===== config.mk =====
export PLATFORM = sky130hd
export DESIGN_NAME = snd_frame_fetch
export DESIGN_NICKNAME = d
export VERILOG_FILES = /design/src/rtl/snd_fetch_pkg.sv /design/src/rtl/snd_fetch_regs.sv /design/src/rtl/snd_fetch_engine.sv /design/src/rtl/snd_frame_fetch.sv
export SDC_FILE = /design/constraint.sdc
export NUM_CORES = 1
export LEC_CHECK = 0
export ABC_AREA = 1
export CAP_MARGIN = 40
export CORE_AREA = 4 4 118 120
export DETAILED_ROUTE_END_ITERATION = 7
export DIE_AREA = 0 0 122 124
export PLACE_DENSITY = 0.73
export SETUP_SLACK_MARGIN = 0.4
export SLEW_MARGIN = 20
export SYNTH_ARGS = -nofsm -noshare
export SYNTH_HDL_FRONTEND = slang
export SYNTH_SLANG_ARGS = --single-unit

===== constraint.sdc =====
create_clock -name clk -period 4.25 [get_ports clk]
set_input_delay 0.85 -clock clk [delete_from_list [all_inputs] [get_ports clk]]
set_output_delay 0.85 -clock clk [all_outputs]
set_load 0.005 [all_outputs]

===== src/rtl/snd_fetch_pkg.sv =====
package snd_fetch_pkg;

    typedef enum logic [1:0] {
        SEL_CTRL = 2'd0,
        SEL_BASE = 2'd1,
        SEL_END  = 2'd2,
        SEL_CUR  = 2'd3
    } reg_sel_e;

    localparam logic [1:0] CTRL_OFF  = 2'b00;
    localparam logic [1:0] CTRL_ONCE = 2'b01;
    localparam logic [1:0] CTRL_LOOP = 2'b11;

endpackage


===== src/rtl/snd_fetch_regs.sv =====
module snd_fetch_regs
    import snd_fetch_pkg::*;
#(
    parameter int AW = 24
) (
    input  logic          clk,
    input  logic          rst_n,
    input  logic          wr_en,
    input  logic [1:0]    sel,
    input  logic [AW-1:0] wdata,
    output logic [AW-1:0] rdata,
    input  logic [AW-1:0] cur_i,
    input  logic          once_done_i,
    output logic [1:0]    ctrl_o,
    output logic [AW-1:0] base_h_o,
    output logic [AW-1:0] end_h_o
);

    typedef struct packed {
        logic [1:0]    ctrl;
        logic [AW-1:0] base;
        logic [AW-1:0] fin;
    } regs_t;

    regs_t r_d, r_q;

    always_comb begin
        r_d = r_q;
        if (once_done_i) r_d.ctrl = CTRL_OFF;
        if (wr_en) begin
            case (reg_sel_e'(sel))
                SEL_CTRL: r_d.ctrl = wdata[0] ? {wdata[1], 1'b1} : CTRL_OFF;
                SEL_BASE: r_d.base = {wdata[AW-1:1], 1'b0};
                SEL_END:  r_d.fin  = {wdata[AW-1:1], 1'b0};
                default:  ;
            endcase
        end
    end

    always_ff @(posedge clk) begin
        if (!rst_n) r_q <= '0;
        else        r_q <= r_d;
    end

    always_comb begin
        case (reg_sel_e'(sel))
            SEL_CTRL: rdata = {{(AW-2){1'b0}}, r_q.ctrl};
            SEL_BASE: rdata = r_q.base;
            SEL_END:  rdata = r_q.fin;
            default:  rdata = cur_i;
        endcase
    end

    assign ctrl_o   = r_q.ctrl;
    assign base_h_o = r_q.base;
    assign end_h_o  = r_q.fin;


    ctrl_off_write_chk: assert property (@(posedge clk) disable iff (!rst_n)
        (wr_en && sel == 2'd0 && !wdata[0]) |=> (ctrl_o == CTRL_OFF));


    once_clear_chk: assert property (@(posedge clk) disable iff (!rst_n)
        (once_done_i && !wr_en) |=> (ctrl_o == CTRL_OFF));

endmodule


===== src/rtl/snd_fetch_engine.sv =====
module snd_fetch_engine #(
    parameter int AW = 24,
    parameter int DW = 16
) (
    input  logic          clk,
    input  logic          rst_n,
    input  logic [1:0]    ctrl_i,
    input  logic [AW-1:0] base_h_i,
    input  logic [AW-1:0] end_h_i,
    output logic          mem_req_o,
    output logic [AW-1:0] mem_addr_o,
    input  logic          mem_ack_i,
    input  logic [DW-1:0] mem_rdata_i,
    output logic          smp_valid_o,
    output logic [DW-1:0] smp_data_o,
    input  logic          smp_ready_i,
    output logic          active_o,
    output logic [AW-1:0] cur_o,
    output logic          once_done_o
);

    localparam logic [AW-1:0] STEP = AW'(DW / 8);

    typedef struct packed {
        logic          active;
        logic          req;
        logic          vld;
        logic [DW-1:0] dat;
        logic [AW-1:0] cur;
        logic [AW-1:0] fin;
    } eng_t;

    eng_t e_d, e_q;
    logic          frame_done;
    logic [AW-1:0] nxt_addr;

    assign nxt_addr = e_q.cur + STEP;

    always_comb begin
        e_d        = e_q;
        frame_done = 1'b0;
        if (e_q.vld && smp_ready_i) e_d.vld = 1'b0;
        if (!ctrl_i[0]) begin
            e_d.active = 1'b0;
            e_d.req    = 1'b0;
        end else if (!e_q.active) begin
            if (base_h_i != end_h_i) begin
                e_d.active = 1'b1;
                e_d.cur    = base_h_i;
                e_d.fin    = end_h_i;
            end
        end else if (e_q.req) begin
            if (mem_ack_i) begin
                e_d.req = 1'b0;
                e_d.vld = 1'b1;
                e_d.dat = mem_rdata_i;
                e_d.cur = nxt_addr;
                if (nxt_addr == e_q.fin) begin
                    e_d.active = 1'b0;
                    frame_done = 1'b1;
                end
            end
        end else if (!e_q.vld && smp_ready_i) begin
            e_d.req = 1'b1;
        end
    end

    always_ff @(posedge clk) begin
        if (!rst_n) e_q <= '0;
        else        e_q <= e_d;
    end

    assign mem_req_o   = e_q.req;
    assign mem_addr_o  = e_q.cur;
    assign smp_valid_o = e_q.vld;
    assign smp_data_o  = e_q.dat;
    assign active_o    = e_q.active;
    assign cur_o       = e_q.cur;
    assign once_done_o = frame_done && !ctrl_i[1];


    req_hold_chk: assert property (@(posedge clk) disable iff (!rst_n)
        (mem_req_o && !mem_ack_i && ctrl_i[0]) |=> mem_req_o);


    req_gate_chk: assert property (@(posedge clk) disable iff (!rst_n)
        $rose(mem_req_o) |-> ($past(smp_ready_i) && !$past(smp_valid_o)));


    out_stable_chk: assert property (@(posedge clk) disable iff (!rst_n)
        (smp_valid_o && !smp_ready_i) |=> (smp_valid_o && $stable(smp_data_o)));


    addr_even_chk: assert property (@(posedge clk) disable iff (!rst_n)
        mem_req_o |-> (mem_addr_o[0] == 1'b0));


    stop_chk: assert property (@(posedge clk) disable iff (!rst_n)
        !ctrl_i[0] |=> (!active_o && !mem_req_o));


    loop_gap_chk: assert property (@(posedge clk) disable iff (!rst_n)
        ($fell(active_o) && ctrl_i == 2'b11 && base_h_i != end_h_i) |=> active_o);

endmodule


===== src/rtl/snd_frame_fetch.sv =====
module snd_frame_fetch #(
    parameter int AW = 24,
    parameter int DW = 16
) (
    input  logic          clk,
    input  logic          rst_n,
    input  logic          reg_wr,
    input  logic [1:0]    reg_sel,
    input  logic [AW-1:0] reg_wdata,
    output logic [AW-1:0] reg_rdata,
    output logic          mem_req,
    output logic [AW-1:0] mem_addr,
    input  logic          mem_ack,
    input  logic [DW-1:0] mem_rdata,
    output logic          smp_valid,
    output logic [DW-1:0] smp_data,
    input  logic          smp_ready,
    output logic          play_active
);

    logic [1:0]    ctrl;
    logic [AW-1:0] base_h;
    logic [AW-1:0] end_h;
    logic [AW-1:0] cur;
    logic          once_done;

    snd_fetch_regs #(.AW(AW)) u_regs (
        .clk         (clk),
        .rst_n       (rst_n),
        .wr_en       (reg_wr),
        .sel         (reg_sel),
        .wdata       (reg_wdata),
        .rdata       (reg_rdata),
        .cur_i       (cur),
        .once_done_i (once_done),
        .ctrl_o      (ctrl),
        .base_h_o    (base_h),
        .end_h_o     (end_h)
    );

    snd_fetch_engine #(.AW(AW), .DW(DW)) u_eng (
        .clk         (clk),
        .rst_n       (rst_n),
        .ctrl_i      (ctrl),
        .base_h_i    (base_h),
        .end_h_i     (end_h),
        .mem_req_o   (mem_req),
        .mem_addr_o  (mem_addr),
        .mem_ack_i   (mem_ack),
        .mem_rdata_i (mem_rdata),
        .smp_valid_o (smp_valid),
        .smp_data_o  (smp_data),
        .smp_ready_i (smp_ready),
        .active_o    (play_active),
        .cur_o       (cur),
        .once_done_o (once_done)
    );

endmodule


==> results.ini, run 1 <==
[run_status]
outcome=finished clean

[synthesis]
syn-cell-area_um2=6370
yosys.area_share.simple_pct=25.3
synth-seq-area-share_pct=35.8
synthAdderAreaFrac_pct=0.393
synthXorXnorAreaFrac_pct=4.34
yosysTopAreaCell=dfxtp_1
syn_avg_cell_area_um2=6.74
synth_fp_nets=994
yosys_warnings=0
synth_compound_area_share_pct=20.0
muxShareOfSynthArea_pct=0
yosysUniqueCellTypes=36
syn_inst=945
synth_top_family_by_area=simple AND/OR/NAND/NOR gates
synth_area_leaders=dfxtp_1 (36%), o21ai_0 (10%), nand2_1 (9.2%), nor2_1 (7.0%), inv_1 (6.2%)
ys_ff_latch=114
synth_top_cell_area_share_pct=35.8

[timing]
rsz0062_at_grt=no
fin_tns_setup_ns=0
clock_skew_ns=0.00835
clock.fmax_mhz=269
final-hold-violation-count=0
maxSlewHeadroom_pct=47.4
setup_viol=0
fin_crit_sh_pct=87.5
maxSlewViolCount=0
period_needed_ns=3.72
tightest_slew_ns=0.790

[finish]
n_antenna_cell=0
fill_cells=1190
drive_above_1_share_pct=6.39
layout_common_cells=nand2_1 (155), o21ai_0 (133), nor2_1 (119)
final_common_cell=nand2_1
layout.nets=1053
stdcell_area_um2=7890
layout.cells.non_filler=1193
area_delta_synth_final_pct=23.8

[power_and_ir_drop]
clkPwrFrac_pct=46.6
ir_drop_v=0.000232
power_density_nw_per_um2=354
switching_share_pct=25.0
p_comb_share_pct=11.9
p_int_w=0.00209
p_leak_nw=2.98
finalPower_w=0.00279
net-switching-power_w=0.000698
seqPwrFrac_pct=41.5

[detailed_routing]
drt_pass1_iterations=6
drtIter0Drc=555
routed_wl_mm=18.8
drtAntennaViolNets=0
num_vias=6328
wl_per_cell_um=15.7
drcViolationCount=0
via_per_inst=5.30

[critical_path]
cp-start-kind=input port
end_kind=output pin
critPathRequiredTime_ns=3.40
crit_type=input port to output pin
arrival_ns=2.87
worstPathMaxFanout=13

[clocking]
cts_sinks=114
root_buffer=clkbuf_16
max-clock-path-buffers=2
cts_tree=done
cts_resized=0
ctsHoldBuffers=0
h-tree-depth=4
post_cts_buffers=0
clkTransAtPathRegs_ns=0.05
clk_latency_ns=0.41
cts_made_buffers=17

[flow_run]
maxCapViolations=0

[floorplan]
num_rows=42
io_pins=114
fp.dieW_um=122
initial_core_util_pct=49.1
fp.coreArea_um2=13000
dieArea_um2=15100
dieHeight_um=124

[place]
gp_congestion=0.875
dp_cells=1161
post-dp-hpwl_mm=13.5
port_buffers=113
place_area_um2=7350

[global_routing]
grt_usage_pct=24.9
grt_pass1_vias=5624
grt_pass1_wl_mm=29.1
grt-ovfl-total=0
grt_max_degree=62
antenna_found_initial=0

[worst_hold_path]
hp-class=register to register

state kept, by name (all words and copies together), names as in the netlist:
name               count
u_eng.active_o         1
u_eng.cur_o           24
u_eng.e_q             23
u_eng.smp_valid_o      1
u_eng.smp_data_o      16
u_regs.end_h_o        23
u_regs.base_h_o       23
u_regs.ctrl_o          2
u_eng.mem_req_o        1
synthesized netlist by cell type:
| cell type | instances |
|---|---|
| a21oi_1 | 74 |
| a221oi_1 | 1 |
| a31oi_1 | 1 |
| and2_1 | 4 |
| buf_1 | 1 |
| buf_2 | 6 |
| buf_4 | 42 |
| buf_6 | 1 |
| clkbuf_1 | 34 |
| clkinv_1 | 1 |
| dfxtp_1 | 114 |
| ha_1 | 2 |
| inv_1 | 105 |
| inv_2 | 4 |
| nand2_1 | 156 |
| nand2_2 | 8 |
| nand2_4 | 1 |
| nand3_1 | 55 |
| nand3_2 | 2 |
| nand4_1 | 8 |
| nor2_1 | 119 |
| nor2_2 | 3 |
| nor2_4 | 6 |
| nor2_8 | 1 |
| nor3_1 | 3 |
| nor3_4 | 1 |
| nor4_1 | 2 |
| o211ai_1 | 2 |
| o21ai_0 | 133 |
| o21ai_1 | 3 |
| o21ai_2 | 1 |
| o21bai_1 | 1 |
| o221ai_1 | 20 |
| xnor2_1 | 16 |
| xnor3_1 | 1 |
| xor2_1 | 13 |
layer usage:
layer,routed length (um),vias up,global-route usage (%)
met5,0,-,0
met4,439,0,9.80
met3,1680,29,6.49
met2,8420,253,37.6
met1,8250,2881,34.1
li1,-,3165,-
cells by family (layout without fill, tap and decap cells):
family / Yosys count / count (layout)
xor+xnor: 30 / 30
flops: 114 / 114
simple gates: 369 / 369
fa+ha+maj: 2 / 2
buf+inv: 194 / 266
compound gates: 236 / 236
critical path: stages:
cell             delay (ns)
clkdlybuf4s50_1        0.54
inv_1                  0.06
nor2_1                 0.12
inv_1                  0.25
buf_4                  0.28
o221ai_1               0.22
clkdlybuf4s50_1        0.55
path summary, 6_finish.rpt:
path,cells after the start,endpoint,from,slack [ns]
min reg2reg,2,u_eng.e_q[18],u_eng.e_q[18],0.47
max reg2reg,14,u_regs.ctrl_o[0],u_eng.cur_o[1],1.77
min,2,u_eng.e_q[18],u_eng.e_q[18],0.47
max,7,reg_rdata[21],reg_sel[1],0.53
final cells by class:
class	count	area, um^2	share of cell area [%]
clock buffer	26	479	6.07
clock inverter	6	55.1	0.698
inverter	110	413	5.23
multi-input combinational	637	3190	40.4
sequential	114	2280	28.9
tap	176	220	2.79
timing repair buffer	124	1250	15.8
metrics by stage:
step	worst slack, ns	util [%]	hold WS, ns
floorplan	1.85	-	0.444
global placement	0.587	56.3	0.457
detailed placement	0.562	56.6	0.464
CTS	0.532	60.8	0.471
global route	0.412	60.8	0.492
finish	0.533	60.8	0.475
power by group through the flow:
stage | sequential (W) | combinational (W) | clock [W]
floorplan | 0.00116 | 0.000195 | 0
global placement | 0.00118 | 0.000321 | 0
detailed placement | 0.00118 | 0.000327 | 0
CTS | 0.00116 | 0.000329 | 0.00131
global route | 0.00116 | 0.000364 | 0.00137
finish | 0.00116 | 0.000332 | 0.00130
Power figures use the tool's default switching activity.
==> run 2, diff against run 1 <==
SETUP_SLACK_MARGIN = default   (was 0.4)
clock period = 3.9 ns   (was 4.25 ns; I/O delays follow)
==> run 2 against run 1 <==
Net effect:
- clock power up 25%
- die area unchanged
- critical endpoint is now reg_rdata[20]
- via count fell by 0.22%
- largest cell class unchanged
- critical path type unchanged
- routed wire length fell by 0.16%
- cell count rose by 0.17%
- sequential power rose by 9%
- flip-flop and latch count unchanged
- critical path depth did not move
- highest routed layer unchanged
- first-iteration DRC count grew 4.7%
- combinational power grew 9.3%
- global-route usage increased by 0.17 points
- sequential share of layout area shrank 0.32 points
==> results.ini, run 2 (synthesized netlist as in run 1, its figures left out) <==
[run_status]
outcome=finished clean

[timing]
final-hold-violation-count=0  ; unchanged
setup_slack_ns=0.358  ; -0.175 ns
maxSlewHeadroom_pct=58.6  ; +11 points
setup_viol=0  ; unchanged
clock.fmax_mhz=282
fin_crit_sh_pct=90.8
period_needed_ns=3.54
rsz0062_at_grt=no
fin_tns_setup_ns=0  ; unchanged
clock_skew_ns=0.00820  ; -0.000155 ns
maxSlewViolCount=0  ; unchanged
tightest_slew_ns=0.621  ; -0.169 ns

[floorplan]
initial_core_util_pct=49.1  ; unchanged
io_pins=114  ; unchanged
fp.dieW_um=122  ; unchanged
dieArea_um2=15100  ; unchanged
fp.coreArea_um2=13000  ; unchanged
dieHeight_um=124  ; unchanged
num_rows=42  ; unchanged

[finish]
drive_above_1_share_pct=6.97  ; +0.58 points
multi_input_area_um2=3190  ; about the same
fill_cells=1204  ; +1.2%
layout_common_cells=nand2_1 (156), o21ai_0 (133), nor2_1 (119)
area_delta_synth_final_pct=25.2
regArea_um2=2280  ; unchanged
final_common_cell=nand2_1
stdcell_area_um2=7980  ; +1.1%
layout.cells.non_filler=1195  ; +0.17%
layout.nets=1055  ; +0.19%
n_antenna_cell=0  ; unchanged
largest_reg_flops=24  ; unchanged

[detailed_routing]
drcViolationCount=0  ; unchanged
drtIter0Drc=581  ; +4.7%
routed_wl_mm=18.8  ; -0.16%
num_vias=6314  ; -0.22%
via_per_inst=5.28  ; -0.39%
wl_per_cell_um=15.7  ; -0.33%
drt_pass1_iterations=7  ; +1
drtAntennaViolNets=0  ; unchanged

[clocking]
h-tree-depth=4  ; unchanged
root_buffer=clkbuf_16
clk_latency_ns=0.42  ; about the same
cts_resized=0  ; unchanged
max-clock-path-buffers=2  ; unchanged
cts_tree=done
post_cts_buffers=0  ; unchanged
ctsHoldBuffers=0  ; unchanged
clkTransAtPathRegs_ns=0.06  ; about the same
cts_sinks=114  ; unchanged
cts_made_buffers=17  ; unchanged

[critical_path]
arrival_ns=2.76  ; -0.11 ns
ff2ff_path_depth=14  ; unchanged
r2r_slack_ns=1.40  ; -0.37 ns
crit_start=reg_sel[1]
r2r-end=u_regs.ctrl_o[0]
crit_type=input port to output pin
end_kind=output pin
critPathRequiredTime_ns=3.12  ; -0.28 ns
worstSetupEndpoint=reg_rdata[20]
r2r-start=u_eng.cur_o[1]
cp-start-kind=input port
worstPathMaxFanout=13  ; unchanged

[global_routing]
antenna_found_initial=0  ; unchanged
grt_usage_pct=25.1  ; +0.17 points
grt_max_degree=47  ; -24%
grt-ovfl-total=0  ; unchanged
grt_pass1_vias=5768  ; +2.6%
grt_pass1_wl_mm=29.2  ; +0.12%

[flow_run]
maxCapViolations=0  ; unchanged

[worst_hold_path]
hp-class=register to register

[power_and_ir_drop]
seqPwrFrac_pct=38.8  ; -2.7 points
power_density_nw_per_um2=407  ; +15%
p_int_w=0.00245  ; +17%
p_leak_nw=3.03  ; +1.6%
switching_share_pct=24.5  ; -0.53 points
clkPwrFrac_pct=50.1  ; +3.5 points
p_comb_share_pct=11.2  ; -0.7 points
net-switching-power_w=0.000796  ; +14%
ir_drop_v=0.000296  ; +28%

[place]
place_area_um2=7370  ; +0.20%
gp_congestion=0.924  ; +5.6%
dp_cells=1163  ; +0.17%
post-dp-hpwl_mm=13.5  ; -0.38%
port_buffers=113  ; unchanged
place_ws_ns=0.386  ; -0.176 ns

## run 2: how the worst min path moves through the flow
stage	startpoint	end	slack, ns	depth (start not counted)
5_1_grt	u_eng.e_q[21]	u_eng.e_q[21]	0.50	2
4_1_cts	u_eng.e_q[13]	u_eng.e_q[13]	0.47	2
6_report	u_eng.e_q[21]	u_eng.e_q[21]	0.47	2
3_5_place_dp	u_eng.e_q[21]	u_eng.e_q[21]	0.46	2
2_1_floorplan	u_eng.e_q[14]	u_eng.e_q[14]	0.44	2
3_3_place_gp	u_eng.e_q[21]	u_eng.e_q[21]	0.45	2
## run 2: routing by layer
layer	routed length (um)	track usage [%]	vias up
met5	0	0	-
met4	409	9.17	0
met3	1860	7.86	35
met2	8240	37.9	286
met1	8250	33.7	2825
li1	-	-	3168
## run 2: area by class of cell
class	count	area share (%)
Sequential cell	114	28.6
Inverter	110	5.18
Tap cell	176	2.76
Multi-Input combinational cell	637	40.0
Timing Repair Buffer	126	15.8
Clock buffer	20	5.60
Clock inverter	12	2.04
## run 2: critical path: stages
cell             delay (ns)
clkdlybuf4s50_1        0.52
inv_1                  0.06
nor2_1                 0.12
inv_1                  0.25
buf_4                  0.28
o221ai_1               0.19
clkdlybuf4s50_1        0.56
## run 2: stage by stage
step	total power [W]	hold slack [ns]	utilization, %
final	0.00325	0.471	61.5
after CTS	0.00325	0.469	61.5
after detailed placement	0.00164	0.461	56.8
after global placement	0.00163	0.454	56.3
after floorplan	0.00148	0.444	-
after global routing	0.00336	0.499	61.5
## run 2: power by group through the flow
stage	combinational, W	sequential, W	clock (W)
6_report	0.000363	0.00126	0.00163
5_1_grt	0.000400	0.00127	0.00169
4_1_cts	0.000359	0.00126	0.00164
3_5_place_dp	0.000357	0.00128	0
3_3_place_gp	0.000349	0.00128	0
2_1_floorplan	0.000213	0.00127	0
